**src/rtl/gamePkg.sv**
```systemverilog
`timescale 1ns/1ps
package gamePkg;
  // Strobes from decode to datapath for one bus cycle
  typedef struct packed {
    logic       annWe;
    logic [1:0] annIdx;
    logic       annVal;
    logic       cassFlip;
    logic       stbFire;
    logic       padFire;
    logic       rdEn;
    logic [2:0] rdSel;  // 0 cassette, 1..3 buttons, 4..7 paddles
  } ctrlT;
endpackage

```
**src/rtl/gameDecode.sv**
```systemverilog
`timescale 1ns/1ps
module gameDecode
  import gamePkg::*;
#(
  parameter logic [7:0] PAGE = 8'hC0
) (
  input  logic        busEn,
  input  logic        busRw,
  input  logic [15:0] busAddr,
  output ctrlT        ctl
);
  localparam logic [7:0] OFF_CASS = 8'h20;
  localparam logic [7:0] OFF_STB  = 8'h40;
  localparam logic [4:0] GRP_ANN  = 5'b01011;  // 0x58..0x5F
  localparam logic [4:0] GRP_RD   = 5'b01100;  // 0x60..0x67
  localparam logic [7:0] OFF_PAD  = 8'h70;

  logic       hit;
  logic [7:0] lo;

  always_comb begin
    ctl = '0;
    hit = busEn && (busAddr[15:8] == PAGE);
    lo  = busAddr[7:0];
    if (hit) begin
      if (lo == OFF_CASS) ctl.cassFlip = 1'b1;
      if (lo == OFF_STB)  ctl.stbFire  = 1'b1;
      if (lo == OFF_PAD)  ctl.padFire  = 1'b1;
      if (lo[7:3] == GRP_ANN) begin
        ctl.annWe  = 1'b1;
        ctl.annIdx = lo[2:1];
        ctl.annVal = lo[0];
      end
      if (lo[7:3] == GRP_RD && busRw) begin
        ctl.rdEn  = 1'b1;
        ctl.rdSel = lo[2:0];
      end
    end
  end
endmodule

```
**src/rtl/gameDatapath.sv**
```systemverilog
`timescale 1ns/1ps
module gameDatapath
  import gamePkg::*;
#(
  parameter int STB_CYCLES = 61,
  parameter int TICK_DIV   = 8,
  parameter int NPAD       = 4,
  parameter int CNT_W      = 8,
  parameter int NSW        = 3
) (
  input  logic                  clk,
  input  logic                  rstN,
  input  ctrlT                  ctl,
  input  logic [NSW-1:0]        swIn,
  input  logic                  cassIn,
  input  logic [NPAD*CNT_W-1:0] padCount,
  output logic [3:0]            annOut,
  output logic                  stbN,
  output logic                  cassOut,
  output logic [7:0]            busRdata
);
  localparam int STB_W = $clog2(STB_CYCLES + 1);
  localparam int PRE_W = $clog2(TICK_DIV + 1);
  localparam logic [STB_W-1:0] STB_LOAD = STB_W'(STB_CYCLES);
  localparam logic [PRE_W-1:0] PRE_LAST = PRE_W'(TICK_DIV - 1);

  logic [STB_W-1:0] stbCnt;
  logic [PRE_W-1:0] preCnt;
  logic             tick;
  logic [NPAD-1:0]  padRun;
  logic [7:0]       statusVec;

  // Annunciators and cassette output
  always_ff @(posedge clk) begin
    if (!rstN) begin
      annOut  <= '0;
      cassOut <= 1'b0;
    end else begin
      if (ctl.annWe)    annOut[ctl.annIdx] <= ctl.annVal;
      if (ctl.cassFlip) cassOut <= ~cassOut;
    end
  end

  // Strobe one-shot, retriggerable
  always_ff @(posedge clk) begin
    if (!rstN)            stbCnt <= '0;
    else if (ctl.stbFire) stbCnt <= STB_LOAD;
    else if (stbCnt != 0) stbCnt <= stbCnt - 1'b1;
  end
  assign stbN = (stbCnt == '0);

  // Shared tick prescaler, phase restarted by a paddle trigger
  always_ff @(posedge clk) begin
    if (!rstN || ctl.padFire) preCnt <= '0;
    else if (tick)            preCnt <= '0;
    else                      preCnt <= preCnt + 1'b1;
  end
  assign tick = (preCnt == PRE_LAST);

  // Paddle one-shots
  for (genvar i = 0; i < NPAD; i++) begin : g_pad
    logic [CNT_W-1:0] padCnt;
    always_ff @(posedge clk) begin
      if (!rstN)                     padCnt <= '0;
      else if (ctl.padFire)          padCnt <= padCount[i*CNT_W +: CNT_W];
      else if (tick && padCnt != 0)  padCnt <= padCnt - 1'b1;
    end
    assign padRun[i] = (padCnt != '0);
  end

  // Status selection for reads
  always_comb begin
    statusVec = '0;
    statusVec[0] = cassIn;
    statusVec[NSW:1] = swIn;
    for (int j = 0; j < NPAD; j++) statusVec[4 + j] = ~padRun[j];
  end

  assign busRdata = ctl.rdEn ? {statusVec[ctl.rdSel], 7'b0} : 8'h00;
endmodule

```
**src/rtl/gameIoPage.sv**
```systemverilog
`timescale 1ns/1ps
module gameIoPage
  import gamePkg::*;
#(
  parameter int CLK_PERIOD_PS = 8000,
  parameter int STB_WIDTH_NS  = 489,
  parameter int TICK_DIV      = 8
) (
  input  logic        clk,
  input  logic        rstN,
  input  logic        busEn,
  input  logic        busRw,
  input  logic [15:0] busAddr,
  output logic [7:0]  busRdata,
  input  logic [2:0]  swIn,
  input  logic        cassIn,
  input  logic [31:0] padCount,
  output logic [3:0]  annOut,
  output logic        stbN,
  output logic        cassOut
);
  localparam int STB_RAW    = (STB_WIDTH_NS * 1000 + CLK_PERIOD_PS / 2) / CLK_PERIOD_PS;
  localparam int STB_CYCLES = (STB_RAW < 1) ? 1 : STB_RAW;

  ctrlT ctl;

  gameDecode #(.PAGE(8'hC0)) uDecode (
    .busEn(busEn), .busRw(busRw), .busAddr(busAddr), .ctl(ctl)
  );

  gameDatapath #(
    .STB_CYCLES(STB_CYCLES), .TICK_DIV(TICK_DIV),
    .NPAD(4), .CNT_W(8), .NSW(3)
  ) uPath (
    .clk(clk), .rstN(rstN), .ctl(ctl), .swIn(swIn), .cassIn(cassIn),
    .padCount(padCount), .annOut(annOut), .stbN(stbN),
    .cassOut(cassOut), .busRdata(busRdata)
  );
endmodule

```
**config.mk**
```make
export PLATFORM = sky130hd
export DESIGN_NAME = gameIoPage
export DESIGN_NICKNAME = d
export VERILOG_FILES = /design/src/rtl/gamePkg.sv /design/src/rtl/gameDecode.sv /design/src/rtl/gameDatapath.sv /design/src/rtl/gameIoPage.sv
export SDC_FILE = /design/constraint.sdc
export NUM_CORES = 1
export LEC_CHECK = 0
export ABC_AREA = 1
export BUFFER_PORTS_ARGS = -buffer_cell sky130_fd_sc_hd__buf_2
export CAP_MARGIN = 30
export CORE_ASPECT_RATIO = 1.4
export CORE_UTILIZATION = 35
export CTS_CLUSTER_DIAMETER = 40
export CTS_CLUSTER_SIZE = 14
export DETAILED_ROUTE_END_ITERATION = 8
export GPL_TIMING_DRIVEN = 0
export PLACE_DENSITY = 0.61
export SLEW_MARGIN = 30
export SYNTH_ARGS = -nofsm -noshare
export SYNTH_HDL_FRONTEND = slang
export SYNTH_SLANG_ARGS = --single-unit
```
**constraint.sdc**
```tcl
create_clock -name clk -period 2.9 [get_ports clk]
set_input_delay 0.435 -clock clk [delete_from_list [all_inputs] [get_ports clk]]
set_output_delay 0.435 -clock clk [all_outputs]
set_load 0.02 [all_outputs]
```
# == After elaboration in Yosys (flattened, before gate mapping) ==
# Index checks and enable logic that the tools add are counted.
# Widths: inputs -> output; s select.
# op_classes
n_mux,22
bitwise_logic,6
eq_ne,7
add_sub_neg,6
n_reduce_logical,22
order_cmp,3
# ops
cell,count
$mux 8,9
$reduce_bool 8->1,4
$sub 8x1->8 const B,4
$eq 8x7->1 const B,2
$mux 6,2
$mux 11,1
$eq 5x4->1 const B,2
$reduce_bool 2->1,5
$eq 8x6->1 const B,1
$eq 8x8->1 const B,1
$mux 4,2
$logic_and 1x1->1,7
$logic_not 6->1,1
$not 1->1,6
$reduce_bool 6->1,1
$sub 6x1->6 const B,1
$mux 1,5
$add 4x1->4 const B,1
$bwmux 4,1
$eq 4x3->1 const B,1
$lt 3x4->1 const B,1
$reduce_or 2->1,2
$bmux 1 s3,1
$lt 2x3->1 const B,1
4 further kinds,4
# totals
reg_bits,47

# == Depth between registers and ports, before layout ==
# logic_depth
ltp_word,9
depth_mapped,11
ltp_nobuf,10

# == Modules after synthesis ==
# A second synthesis with hierarchy kept.
# hier_totals
hier_cells,505
area_unflattened_um2,3165.5
# by_module_without_submodules
mod,n_inst,area_each_um2,cells_each
gameDatapath,1,2985.4,462
gameDecode,1,180.2,43

# == Worst setup path before layout ==
# No wires, ideal clock.
# synth_timing
kind,reg2out
startpoint,reg uPath.g_pad[0].padCnt[0]
endpoint,out busRdata[7]
path_slack_ps,1082
stages_incl_launch_ff,9
arrival_ps,1383
n_path_buf,0
path_cell_list,dfxtp_1 inv_1 ha_1 nand3_1 nor2_1 nand2_1 nand3_1 nand2_1 a21oi_1
# synth_via
elab_chain_len,5
# synth_rtl
item,line_no,source
start: declaration,gameDatapath.sv:62,logic [CNT_W-1:0] padCnt;
start signal: assignment,gameDatapath.sv:65,else if (ctl.padFire) padCnt <= padCount[i*CNT_W +: CNT_W];
start signal: assignment,gameDatapath.sv:66,else if (tick && padCnt != 0) padCnt <= padCnt - 1'b1;
$reduce_bool 8->1,gameDatapath.sv:68,assign padRun[i] = (padCnt != '0);
$not 1->1,gameDatapath.sv:76,for (int j = 0; j < NPAD; j++) statusVec[4 + j] = ~padRun[j];
$bmux 1 s3,gameDatapath.sv:79,"assign busRdata = ctl.rdEn ? {statusVec[ctl.rdSel], 7'b0} : 8'h00;"
$mux 1 (not written as such),gameDatapath.sv:79,
$mux 8,gameDatapath.sv:79,
end: declaration,gameIoPage.sv:14,"output logic [7:0] busRdata,"
# Every way passes these cells. The select of a mux whose other input is x is not followed.

# == Worst setup path in the final report ==
# layout_timing
startpoint,reg uPath.g_pad[1].padCnt[0]
endpoint,out busRdata[7]
# layout_via
elab_chain_len,5
# layout_rtl
item,line_no
start: declaration,gameDatapath.sv:62
start signal: assignment,gameDatapath.sv:65
start signal: assignment,gameDatapath.sv:66
$reduce_bool 8->1,gameDatapath.sv:68
$not 1->1,gameDatapath.sv:76
$bmux 1 s3,gameDatapath.sv:79
$mux 1 (not written as such),gameDatapath.sv:79
$mux 8,gameDatapath.sv:79
# Every way passes these cells. The select of a mux whose other input is x is not followed.

==> reports/results.txt <==
Run status - completed
Fin crit period - 2229 ps
Vias - 3519
Required time of the critical path - 2470 ps
Hold crit path type - input port to flip-flop
Setup-failing EPs final - 0
PD cells - 418.8 mW/mm²
HPWL Detailed - 6781 µm
Ranking of synthesized cells by area - dfxtp_1 28%, nand3_1 17%, nand2_1 13%
Most used cell, CP - nand2_1
Nature of the critical path endpoint - output port
Worst r2r dst - uPath.g_pad[1].padCnt[0]
CTS Buffer Depth - 2
IO Pins - 70
Cell area after synthesis - 0.003391 mm²
Synth Area in XOR/XNOR - 0.04133
Worst endpoint data arrival time - 1790 ps
Startpoint Class - flip-flop
RR Startpoint - uPath.preCnt[0]
Placer Congestion - 0.8489
Yosys Warn Count - 0
RSZ-0062 raised after global routing - no
Syn Inst Count - 534
Avg Inst Size Synth - 6.350 µm²
Vias per cell - 4.901
Reg2Reg Depth - 10
GRT overflow - 0
Die H - 118.5 µm
Max stage delay on crit path - 310 ps
Total global-route track usage - 0.1819
Finished Core Util - 0.4237
H-tree levels - 2
Worst Path Buf+Inv - 2
Most instantiated library cell after synthesis - nand3_1
Remaining DRCs - 0
Worst Hold Path EP - uPath.g_pad[1].padCnt[0]
Worst-margin pin slew - 517.9 ps
# nets final - 673
Sink Count - 47
Placed Cells - 710
CP max FO - 6
Clock root buffer - clkbuf_16
Hold-fix buffers, CTS - 0
Hold Fails Final Rpt - 0
Die area - 0.01009 mm²
Ys async rst share - 0
Core area - 0.009459 mm²
Filler cells - 1034
Drt first pass iters - 5
ANT cells - 0
Sequential share of the synthesized area - 0.2775
CTS tree - built
Setup repair bufs after CTS - 0
Crit-path slowest cell - dfxtp_1
Post-synthesis mux area share - 0
Adder-cell share of the synthesized area - 0.03690
Initial antenna violation count - 0
ANT nets after route - 0
Unique masters post-synth - 34
Skew-Pair Late Insertion Delay - 290 ps
Synth Area in Compound Gates - 0.05018
Leakage - 0.002187 µW
Starting DRT DRC Count - 122
Maximum Capacitance Violations - 0
Chip width - 85.19 µm
CTS clock-pin slew for the worst setup and hold paths - 70 ps
Fin crit share - 0.7686
Setup CP Type - flip-flop to output port
CP top delay family - simple AND/OR/NAND/NOR gates
Post-synth EDFFs - 0
Slew margin rel. - 0.6548
Largest family of logic cells by synthesized area - simple AND/OR/NAND/NOR gates
Share of cells above drive strength 1 - 0.1776
Row Count - 42
Dominant cell type by area after synthesis - dfxtp_1
Pins Over Slew Limit - 0
Simple-Gate Fraction of Synth Area - 0.4668
Worst clock skew - 6.250 ps
Maximum clock rate - 448.6 MHz
Top FF cell, synth - dfxtp_1
Wirelength per Cell - 12.27 µm
Hold depth - 3
Vias in the first global route - 3432
Synth-to-Final Area Change - 18.19%
Num CTS Buffers - 5
Hold Crit Start - padCount[8]
Starting Density - 0.3585
Setup tns final - 0 ps
Wirelength, routed - 8809 µm
Largest net degree at the start of global routing - 14
CP Cell Sequence - inv_1 > ha_1 > nand2_1 > nor2_1 > nand2_1 > nand3_1 > nand2_1 > a21oi_1 > buf_2
Final Instance Count excl. Fillers - 718
Reg-to-reg setup timing slack - 1220 ps
Most frequent cells after synthesis - 118 x nand3_1, 116 x nand2_1, 76 x nor2_1, 65 x inv_1, 47 x dfxtp_1
#FFs+latches synth - 47
First-pass GRT wire length - 14810 µm
VDD IR-drop max - 501.0 µV
Area share of the largest cell type after synthesis - 0.2775
Post-cts sizing count - 0
Final hold slack - 363.2 ps
PortBufs - 60
-- cell families (layout without fill, tap and decap cells) --
family,after synthesis,after routing
XOR/XNOR,16,16
flip-flops,47,47
AO/OA/AOI/OAI,28,28
AND/OR/NAND/NOR,343,343
buffers and inverters,89,157
other,1,7
adder cells (fa/ha/maj),10,10
-- power by group --
part / total [µW] / switching, µW / internal, µW
Sequential: 708 / 22.2 / 686
Clock: 628 / 260 / 368
Combinational: 342 / 207 / 135
-- placed cells by master, fill, tap and decap left out, types with 5 or more instances in the layout --
cell type,n
nand3_1,118
nand2_1,116
nor2_1,76
buf_2,66
inv_1,65
dfxtp_1,47
nand4_1,15
ha_1,10
buf_4,9
xnor2_1,9
a21oi_1,8
xor2_1,7
conb_1,7
o21ai_0,6
o21ai_1,5
clkbuf_16,5
-- through the flow --
step                area (µm²)  power [µW]  setup slack, ps
CTS                       4008        1698            636.9
finish                    4008        1678            670.9
detailed placement        3851        1065            965.9
floorplan                 3413       964.0             1082
global route              4008        1763            525.9
global placement          3851        1053            964.1
-- tightest hold or removal path, stage by stage --
cell	delay, ps
buf_2	70
nor2_1	30
nor2_1	80
-- state kept, by name, summed over array words and instances, names as in the netlist --
signal / cells
uPath.preCnt: 4
uPath.cassOut: 1
uPath.g_pad.padCnt: 32
uPath.stbCnt: 6
uPath.annOut: 4
-- worst max-delay path by stage --
| stage | cells after the start | end | from |
|---|---|---|---|
| 4_1_cts | 9 | busRdata[7] | uPath.g_pad[1].padCnt[0] |
| 2_1_floorplan | 8 | busRdata[7] | uPath.g_pad[0].padCnt[0] |
| 3_5_place_dp | 9 | busRdata[7] | uPath.g_pad[1].padCnt[0] |
| 5_1_grt | 8 | busRdata[7] | uPath.g_pad[1].padCnt[2] |
| 6_report | 9 | busRdata[7] | uPath.g_pad[1].padCnt[0] |
| 3_3_place_gp | 9 | busRdata[7] | uPath.g_pad[1].padCnt[0] |
-- final cells by class --
class,instances,area [µm²],area share
Buffer,23,180.2,0.04496
Clock buffer,8,156.4,0.03903
Inverter,66,247.7,0.06182
Multi-Input combinational cell,404,2044,0.5101
Sequential cell,47,940.9,0.2348
Tap cell,110,137.6,0.03434
Timing Repair Buffer,60,300.3,0.07493
-- layer usage --
layer,wire [µm],share of wire,track usage,vias to the layer above
met1,3715,0.42,0.1927,1590
li1,-,-,-,1859
met5,0,0,0,-
met2,4620,0.52,0.3448,59
met4,163,0.019,0.07733,0
met3,309,0.035,0.03142,11
Power figures use the tool's default switching activity.
